<file path="src/rtl/robd_pkg.sv">
package robd_pkg;
    localparam int SLOTS = 8;              // power of two: pointers wrap naturally
    localparam int REGS  = 8;
    localparam int DW    = 16;
    localparam int OPW   = 2;
    localparam int TW    = $clog2(SLOTS);
    localparam int RW    = $clog2(REGS);
    localparam int CW    = $clog2(SLOTS + 1);
    localparam logic [DW-1:0] TRAP_VEC = 16'h0100;

    typedef logic [TW-1:0]  tag_t;
    typedef logic [RW-1:0]  areg_t;
    typedef logic [DW-1:0]  word_t;
    typedef logic [OPW-1:0] op_t;

    // presence / producer tag / value triple, used for sources and table entries
    typedef struct packed {
        logic  p;
        tag_t  tag;
        word_t val;
    } opnd_t;

    typedef struct packed {
        logic  valid;
        logic  issued;
        logic  done;
        logic  exc;
        op_t   op;
        logic  dst_en;
        areg_t dst;
        opnd_t s1;
        opnd_t s2;
        word_t res;
    } slot_t;

    function automatic tag_t tag_inc(tag_t t);
        return t + tag_t'(1);
    endfunction
endpackage

</file>
<file path="src/rtl/robd_rename.sv">
module robd_rename
    import robd_pkg::*;
(
    input  logic  clk,
    input  logic  rst,
    input  areg_t rd_a,
    input  areg_t rd_b,
    output opnd_t ent_a,
    output opnd_t ent_b,
    input  logic  dw_en,
    input  areg_t dw_reg,
    input  tag_t  dw_tag,
    input  logic  cw_en,
    input  areg_t cw_reg,
    input  tag_t  cw_tag,
    input  word_t cw_val,
    input  logic  flush
);
    opnd_t ent [REGS];

    for (genvar r = 0; r < REGS; r++) begin : g_reg
        always_ff @(posedge clk) begin
            if (rst) begin
                ent[r] <= '{p: 1'b1, tag: '0, val: '0};
            end else if (flush) begin
                ent[r].p <= 1'b1;
            end else begin
                if (cw_en && cw_reg == areg_t'(r)) begin
                    ent[r].val <= cw_val;
                    // only the newest writer may clear the pending mark
                    if (ent[r].tag == cw_tag) ent[r].p <= 1'b1;
                end
                // a new writer in the same cycle takes precedence
                if (dw_en && dw_reg == areg_t'(r)) begin
                    ent[r].p   <= 1'b0;
                    ent[r].tag <= dw_tag;
                end
            end
        end
    end

    assign ent_a = ent[rd_a];
    assign ent_b = ent[rd_b];
endmodule

</file>
<file path="src/rtl/robd_srcfix.sv">
module robd_srcfix
    import robd_pkg::*;
(
    input  opnd_t tbl,
    input  logic  prod_done,
    input  word_t prod_res,
    input  logic  cmp_v,
    input  tag_t  cmp_tag,
    input  word_t cmp_data,
    output opnd_t o
);
    // architectural value, then finished producer, then same-cycle broadcast
    always_comb begin
        o = tbl;
        if (!tbl.p) begin
            if (prod_done) begin
                o.p   = 1'b1;
                o.val = prod_res;
            end else if (cmp_v && cmp_tag == tbl.tag) begin
                o.p   = 1'b1;
                o.val = cmp_data;
            end
        end
    end
endmodule

</file>
<file path="src/rtl/robd_pick.sv">
module robd_pick
    import robd_pkg::*;
(
    input  logic [SLOTS-1:0] req,
    input  tag_t             base,
    output logic             hit,
    output tag_t             sel
);
    // scan from the oldest slot; the smallest age offset wins
    always_comb begin
        tag_t idx;
        hit = 1'b0;
        sel = base;
        for (int k = SLOTS - 1; k >= 0; k--) begin
            idx = base + tag_t'(k);
            if (req[idx]) begin
                hit = 1'b1;
                sel = idx;
            end
        end
    end
endmodule

</file>
<file path="src/rtl/robd_top.sv">
module robd_top
    import robd_pkg::*;
(
    input  logic                  clk,
    input  logic                  rst,
    input  logic                  disp_valid,
    input  logic [OPW-1:0]        disp_op,
    input  logic                  disp_dst_en,
    input  logic [RW-1:0]         disp_dst,
    input  logic [RW-1:0]         disp_src1,
    input  logic [RW-1:0]         disp_src2,
    output logic                  disp_ready,
    output logic                  iss_valid,
    output logic [TW-1:0]         iss_tag,
    output logic [OPW-1:0]        iss_op,
    output logic [DW-1:0]         iss_a,
    output logic [DW-1:0]         iss_b,
    input  logic                  cmp_valid,
    input  logic [TW-1:0]         cmp_tag,
    input  logic [DW-1:0]         cmp_data,
    input  logic                  cmp_exc,
    output logic                  cmt_valid,
    output logic [TW-1:0]         cmt_tag,
    output logic                  cmt_dst_en,
    output logic [RW-1:0]         cmt_dst,
    output logic [DW-1:0]         cmt_data,
    output logic                  trap_valid,
    output logic [DW-1:0]         trap_pc
);
    slot_t          rob [SLOTS];
    tag_t           old_q, free_q;
    logic [CW-1:0]  occ_q;

    slot_t            head;
    logic             head_fin, disp_fire;
    logic [SLOTS-1:0] rdy;
    opnd_t            tbl_a, tbl_b, src_a, src_b;
    slot_t            nslot;

    // ---- retirement view of the oldest slot
    assign head       = rob[old_q];
    assign head_fin   = head.valid && head.done;
    assign cmt_valid  = head_fin && !head.exc;
    assign trap_valid = head_fin && head.exc;
    assign cmt_tag    = old_q;
    assign cmt_dst_en = head.dst_en;
    assign cmt_dst    = head.dst;
    assign cmt_data   = head.res;
    assign trap_pc    = TRAP_VEC;

    // ---- dispatch acceptance
    assign disp_ready = (occ_q != CW'(SLOTS)) && !trap_valid;
    assign disp_fire  = disp_valid && disp_ready;

    // ---- issue select
    for (genvar i = 0; i < SLOTS; i++) begin : g_rdy
        assign rdy[i] = rob[i].valid && !rob[i].issued && rob[i].s1.p && rob[i].s2.p;
    end

    robd_pick u_pick (
        .req  (rdy),
        .base (old_q),
        .hit  (iss_valid),
        .sel  (iss_tag)
    );

    assign iss_op = rob[iss_tag].op;
    assign iss_a  = rob[iss_tag].s1.val;
    assign iss_b  = rob[iss_tag].s2.val;

    // ---- rename table and source resolution
    robd_rename u_ren (
        .clk    (clk),
        .rst    (rst),
        .rd_a   (disp_src1),
        .rd_b   (disp_src2),
        .ent_a  (tbl_a),
        .ent_b  (tbl_b),
        .dw_en  (disp_fire && disp_dst_en),
        .dw_reg (disp_dst),
        .dw_tag (free_q),
        .cw_en  (cmt_valid && head.dst_en),
        .cw_reg (head.dst),
        .cw_tag (old_q),
        .cw_val (head.res),
        .flush  (trap_valid)
    );

    robd_srcfix u_fix_a (
        .tbl       (tbl_a),
        .prod_done (rob[tbl_a.tag].done),
        .prod_res  (rob[tbl_a.tag].res),
        .cmp_v     (cmp_valid),
        .cmp_tag   (cmp_tag),
        .cmp_data  (cmp_data),
        .o         (src_a)
    );

    robd_srcfix u_fix_b (
        .tbl       (tbl_b),
        .prod_done (rob[tbl_b.tag].done),
        .prod_res  (rob[tbl_b.tag].res),
        .cmp_v     (cmp_valid),
        .cmp_tag   (cmp_tag),
        .cmp_data  (cmp_data),
        .o         (src_b)
    );

    always_comb begin
        nslot        = '0;
        nslot.valid  = 1'b1;
        nslot.op     = disp_op;
        nslot.dst_en = disp_dst_en;
        nslot.dst    = disp_dst;
        nslot.s1     = src_a;
        nslot.s2     = src_b;
    end

    // ---- slot state
    always_ff @(posedge clk) begin
        if (rst) begin
            for (int i = 0; i < SLOTS; i++) rob[i] <= '0;
            old_q  <= '0;
            free_q <= '0;
            occ_q  <= '0;
        end else if (trap_valid) begin
            // flush everything, refill from the trapping slot
            for (int i = 0; i < SLOTS; i++) rob[i].valid <= 1'b0;
            free_q <= old_q;
            occ_q  <= '0;
        end else begin
            for (int i = 0; i < SLOTS; i++) begin
                if (cmp_valid && rob[i].valid) begin
                    // wake-up of waiting sources
                    if (!rob[i].s1.p && rob[i].s1.tag == cmp_tag) begin
                        rob[i].s1.p   <= 1'b1;
                        rob[i].s1.val <= cmp_data;
                    end
                    if (!rob[i].s2.p && rob[i].s2.tag == cmp_tag) begin
                        rob[i].s2.p   <= 1'b1;
                        rob[i].s2.val <= cmp_data;
                    end
                    if (tag_t'(i) == cmp_tag) begin
                        rob[i].done <= 1'b1;
                        rob[i].res  <= cmp_data;
                        rob[i].exc  <= cmp_exc;
                    end
                end
                if (iss_valid && tag_t'(i) == iss_tag) rob[i].issued <= 1'b1;
            end
            if (cmt_valid) begin
                rob[old_q].valid <= 1'b0;
                old_q            <= tag_inc(old_q);
            end
            if (disp_fire) begin
                rob[free_q] <= nslot;
                free_q      <= tag_inc(free_q);
            end
            occ_q <= occ_q + CW'(disp_fire) - CW'(cmt_valid);
        end
    end
endmodule

</file>
<file path="config.mk">
export PLATFORM = sky130hd
export DESIGN_NAME = robd_top
export DESIGN_NICKNAME = d
export VERILOG_FILES = /design/src/rtl/robd_pkg.sv /design/src/rtl/robd_rename.sv /design/src/rtl/robd_srcfix.sv /design/src/rtl/robd_pick.sv /design/src/rtl/robd_top.sv
export SDC_FILE = /design/constraint.sdc
export NUM_CORES = 2
export LEC_CHECK = 0
export ABC_CLOCK_PERIOD_IN_PS = 4600
export BUFFER_PORTS_ARGS = -buffer_cell sky130_fd_sc_hd__buf_2
export CORE_UTILIZATION = 30
export CTS_BUF_LIST = sky130_fd_sc_hd__clkbuf_8
export DETAILED_ROUTE_END_ITERATION = 10
export MAX_ROUTING_LAYER = met4
export PLACE_DENSITY = 0.45
export SKIP_CTS_REPAIR_TIMING = 1
export SKIP_LAST_GASP = 1
export SLEW_MARGIN = 40
export SYNTH_ARGS = -nofsm -noshare
export SYNTH_HDL_FRONTEND = slang
export SYNTH_SLANG_ARGS = --single-unit
</file>
<file path="constraint.sdc">
create_clock -name clk -period 4.6 [get_ports clk]
set_input_delay 0.92 -clock clk [delete_from_list [all_inputs] [get_ports clk]]
set_output_delay 0.92 -clock clk [all_outputs]
set_load 0.05 [all_outputs]
</file>
# After elaboration in Yosys (flattened, before gate mapping)
# Memory sizes are Yosys's and may differ from the RTL's. A register that Yosys moved wholly into a read port is not among the register bits.
# Index checks and enable logic that the tools add are counted.
# totals
in_bits,36
latch_bits,0
mem_bits_ro,0
wordCells,734
ram_bits,688
memories,2
register_bits,10
# memory_table
name,words,word_bits,rd,rd_clocked_by_memory_dff,write_ports,line_no,text
rob,8,66,12,1,10,robd_top.sv:30,slot_t rob [SLOTS];
u_ren.ent,8,20,10,0,8,robd_rename.sv:19,opnd_t ent [REGS];
# classes
mul,0
div,0
n_shift,0
n_eq_ne,55
n_addsub,10
n_mux,429
bitwise_logic,113
reduce_logical,114
n_lt_le_gt_ge,8
# ops
op,n
2-to-1 mux 16 bit,38
2-to-1 mux 1 bit,363
OR 1 bit,112
logical AND 1 bit,81
== test 3 bit,26
2-to-1 mux 3 bit,20
"less-than comparator 3 x 4 -> 1 bit, second input constant",8
zero test 1 bit,26
binary-select mux 1 bit (select 3 bit),8
"== test 3 bit, first input constant",8
"== test 3 bit, second input constant",8
"adder 3 bit, second input constant",4
"== test 2 x 3 -> 1 bit, first input constant",4
"== test 3 x 2 -> 1 bit, second input constant",4
zero test 3 bit,4
"adder 3 x 1 -> 3 bit, second input constant",2
"adder 3 x 2 -> 3 bit, second input constant",2
"== test 1 x 3 -> 1 bit, first input constant",2
"== test 3 x 1 -> 1 bit, second input constant",2
adder 4 x 1 -> 4 bit,1
"inequality test 4 bit, second input constant",1
subtractor 4 x 1 -> 4 bit,1
AND reduction 2 bit,1
nonzero test 2 bit,1
other kinds (2),2

# Longest topological paths before layout
# An unclocked memory read counts as a cell.
# logic_depth
depth_word,22
ltp_mapped,16
mapped_depth_nobuf,13

# Hierarchy
# Synthesis repeated with hierarchy kept, for this count alone.
# hier_totals
hier_cells,3432
area_unflattened_um2,40308.7
# modules_own_cells
module,instances,area_per_inst_um2,cells_each,seq_area_each_um2
robd_top,1,28740.1,2517,14393.8
robd_rename,1,8956.1,581,4804.6
robd_srcfix,2,910.9,121,0.0
robd_pick,1,790.8,92,0.0

# Least setup slack after synthesis
# Ideal clock, no wire load.
# synth_timing
kind,register -> output
from,register old_q[1] (netlist: cmt_tag[1])
to,output port iss_b[0]
n_path_buf,3
path_slack_ps,-831
arrival_ps,4511
stages_incl_launch_ff,16
path_cell_list,dfxtp_1 buf_2 inv_1 ha_1 clkbuf_1 inv_1 mux4_2 nor2_1 or2_2 o311ai_0 o211a_1 inv_1 a211oi_2 clkbuf_1 nand3_1 and3_1
# synth_between
elab_chain_cells,12
# synth_lines
element,line_no,text
"start, declared",robd_top.sv:31,"tag_t old_q, free_q;"
"start signal, assigned",robd_top.sv:153,old_q <= tag_inc(old_q);
adder 3 bit,robd_pick.sv:15,idx = base + tag_t'(k);
binary-select mux 1 bit (select 3 bit),robd_pick.sv:16,if (req[idx]) begin
2-to-1 mux 1 bit (not written as such),robd_pick.sv:16,
2-to-1 mux 3 bit (7 in a row),robd_pick.sv:16,
2-to-1 mux 3 bit (*),robd_pick.sv:16,
net iss_tag[0],robd_top.sv:14,"output logic [TW-1:0] iss_tag,"
memory (8 x 66 bit) (*),-,
"end, declared",robd_top.sv:17,"output logic [DW-1:0] iss_b,"
# The timed path passes the listed nets; every way through them passes the cells marked *. The select of a mux whose other input is x is not followed.

==> impl_metrics.ini <==
[timing]
slew_violations = 0
timing.slew.headroom_pct = 46.8
finalSetupTns_ns = -20.22
rsz0062_at_grt = yes
hold_violations = 0
finalSetupViolations = 35
fmaxAchievable_mhz = 191
period_share_pct = 114
worstMarginPinSlew_ns = 0.798
fin_crit_ns = 5.22
setup_ws_ns = -0.623
finClkSkew_ns = 0.0652

[synth]
async_flop_share_pct = 0
synth_area_leader_cell = edfxtp_1
netlist.area_leader.share_pct = 40.9
yosys-top-cells-area = edfxtp_1 41%, dfxtp_1 9.8%, mux4_2 8.1%
avgSynthCellArea_sq_um = 10.4
synth_cell_types = 68
yosys_warnings = 0
synth-edff-count = 516
netlist_area_sq_um = 37900
synthesis.instances = 3646
ys.flop_type = edfxtp_1
ys_seq_area_share_pct = 50.7
ys_ff_latch = 701

[global_route]
antenna_found_initial = 6
grt_pass1_vias = 29300
globalRouteTotalUtil_pct = 23.4
grt_start_max_net_pins = 75
grt_overflow = 0
grt_pass1_wl_mm = 211

[final_layout]
fin_nets = 3875
fillerInstances = 12500
post-route-cell-area_sq_um = 45400
final_cell_mix = 603 x nand2_1, 516 x edfxtp_1, 452 x nor2_1, 243 x mux2i_1, 227 x buf_4
area_growth_pct = 19.8
drive_gt1_share_pct = 22.2
final_common_cell = nand2_1

[floorplan]
dieArea_sq_um = 128000
initial_utilization_pct = 30.2
num_rows = 130
fp.dieW_um = 357
core_region_area_sq_um = 125000
die_h_um = 357
io_pins = 116

[cts]
h-tree-depth = 4
cts_tree = built
cts_buffers = 133
cts_sinks = 701
max-clock-path-buffers = 3
cts-root-buf = clkbuf_8
insertion_delay_ns = 0.87
path_clk_slew_ns = 0.07

[drt]
drc_errors = 0
final_antenna_net_count = 0
drt-total-wl_mm = 153
first_iter_violations = 3118
post_drt_wl_per_cell_um = 27.4
dr_total_vias = 30200
dr.pass1.iters = 6
routed_via_density = 5.41

[pwr]
power_mw = 15.7
power_frac_comb_pct = 15.6
switchingPower_mw = 4.68
power_density_nw_per_um2 = 347
power_frac_seq_pct = 45.9
swShare_pct = 29.8
ir_drop_uv = 176
p_int_mw = 11.1
leakagePower_nw = 16.1
clkPwrFrac_pct = 38.6

[placed_design]
dpl_cell_area_sq_um = 41700
hpwl_mm = 93.4
gp_congestion = 0.862
io_buffers = 99

[status]
violations = negative setup slack
status = finished with violations

[worst_setup_path]
cp_max_fo = 8
worstPathRequired_ns = 3.68
path_class = flip-flop to output pin
arrival_ns = 4.30
cp-end-kind = output pin
start_kind = flip-flop

[run]
drv_cap = 0

[min_path]
worstHoldPathType = input pin to flip-flop
[worst paths after layout]
path	slack, ns	end	startpoint	cells after the start
min reg2reg	0.49	rob[3][62]	rob[3][62]	2
min	0.45	rob[6][61]	disp_op[1]	2
max	-0.62	iss_a[2]	rob[6][55]	14
max reg2reg	0.69	rob[5][31]	flip-flop	12
[metrics by stage]
stage	hold WS (ns)	setup WS [ns]	cells	utilization, %
6_report	0.447	-0.623	5591	36.2
5_1_grt	0.435	-0.745	5589	36.2
4_1_cts	0.380	-0.805	5539	35.3
3_5_place_dp	0.483	0.123	5299	33.3
3_3_place_gp	0.467	0.149	5299	33.3
2_1_floorplan	0.455	-0.0739	3660	-
[worst max-delay path, cell delays in order, from the launching register on]
cell and delay (ns):
edfxtp_1 0.38, nand4b_1 0.17, buf_4 0.20, mux4_2 0.58, mux2i_4 0.24, a31oi_4 0.14
o31a_1 0.15, o211a_4 0.27, buf_4 0.15, a211oi_4 0.25, buf_6 0.19, clkbuf_16 0.19
nand3_1 0.12, and3_4 0.19, buf_2 0.20
[flip-flops by register name, summed over array words and instances (netlist names), named ones only]
signal     count
rob          528
u_ren.ent    160
occ_q          4
cmt_tag        3
free_q         3
[Yosys cell counts (4+ instances only)]
master and n:
a221o_1 16, nand2_1 605, nor2_1 454, buf_4 18
o21bai_1 4, nor4_1 15, a22o_1 56, nor2b_1 23
nand3_1 123, o211ai_1 4, inv_1 56, o31a_1 10
clkbuf_1 252, nand4b_1 10, nor3b_1 5, or2_2 10
o21ai_0 223, nor3_1 21, ha_1 12, a211oi_2 4
dfxtp_1 185, a311oi_1 17, mux2i_1 253, a21o_1 5
xor2_1 48, nand4_1 9, o211a_1 17, and2_1 71
a22oi_1 18, o22ai_1 19, nand2b_1 19, and3_1 56
a32oi_1 34, a21oi_1 90, o32ai_2 6, a211oi_1 51
buf_2 20, mux4_2 137, xnor2_1 38, edfxtp_1 516
mux2_2 36, buf_1 42
[layer usage]
metal  up-vias  part of all wire [%]  track usage [%]
met5         -                     0                -
met4         0                   3.0             6.82
met3       290                   5.5             3.42
met2      1073                    49             38.7
met1     15300                    42             29.7
li1      13500                     -                -
[area by class of cell]
class	count	area, sq um	area share, %
Multi-Input combinational cell	2568	18000	39.7
Sequential cell	701	19200	42.3
Timing Repair Buffer	363	3280	7.23
Clock inverter	86	434	0.956
Inverter	59	243	0.535
Antenna cell	10	25.0	0.0551
Clock buffer	154	2120	4.67
Tap cell	1650	2060	4.55
[power groups by stage]
stage               sequential (mW)  clock [mW]  combinational [mW]
finish                         7.22        6.07                2.45
global route                   7.24        6.42                2.57
CTS                            7.22        6.17                2.36
detailed placement             7.35           0                2.36
global placement               7.34           0                2.36
floorplan                      7.29           0                1.45
[cells by family (layout without fill, tap and decap cells)]
| family | after synthesis | after routing | synth area share [%] |
|---|---|---|---|
| adder cells (fa/ha/maj) | 13 | 13 | 0.449 |
| multiplexers | 427 | 427 | 16.0 |
| AND/OR/NAND/NOR | 1435 | 1435 | 16.4 |
| buffers and inverters | 391 | 662 | 4.12 |
| other | 2 | 26 | 0.0198 |
| flip-flops | 701 | 701 | 50.7 |
| AO/OA/AOI/OAI | 591 | 591 | 10.4 |
| XOR/XNOR | 86 | 86 | 1.99 |
No activity file was read; power rests on OpenSTA's default activity.
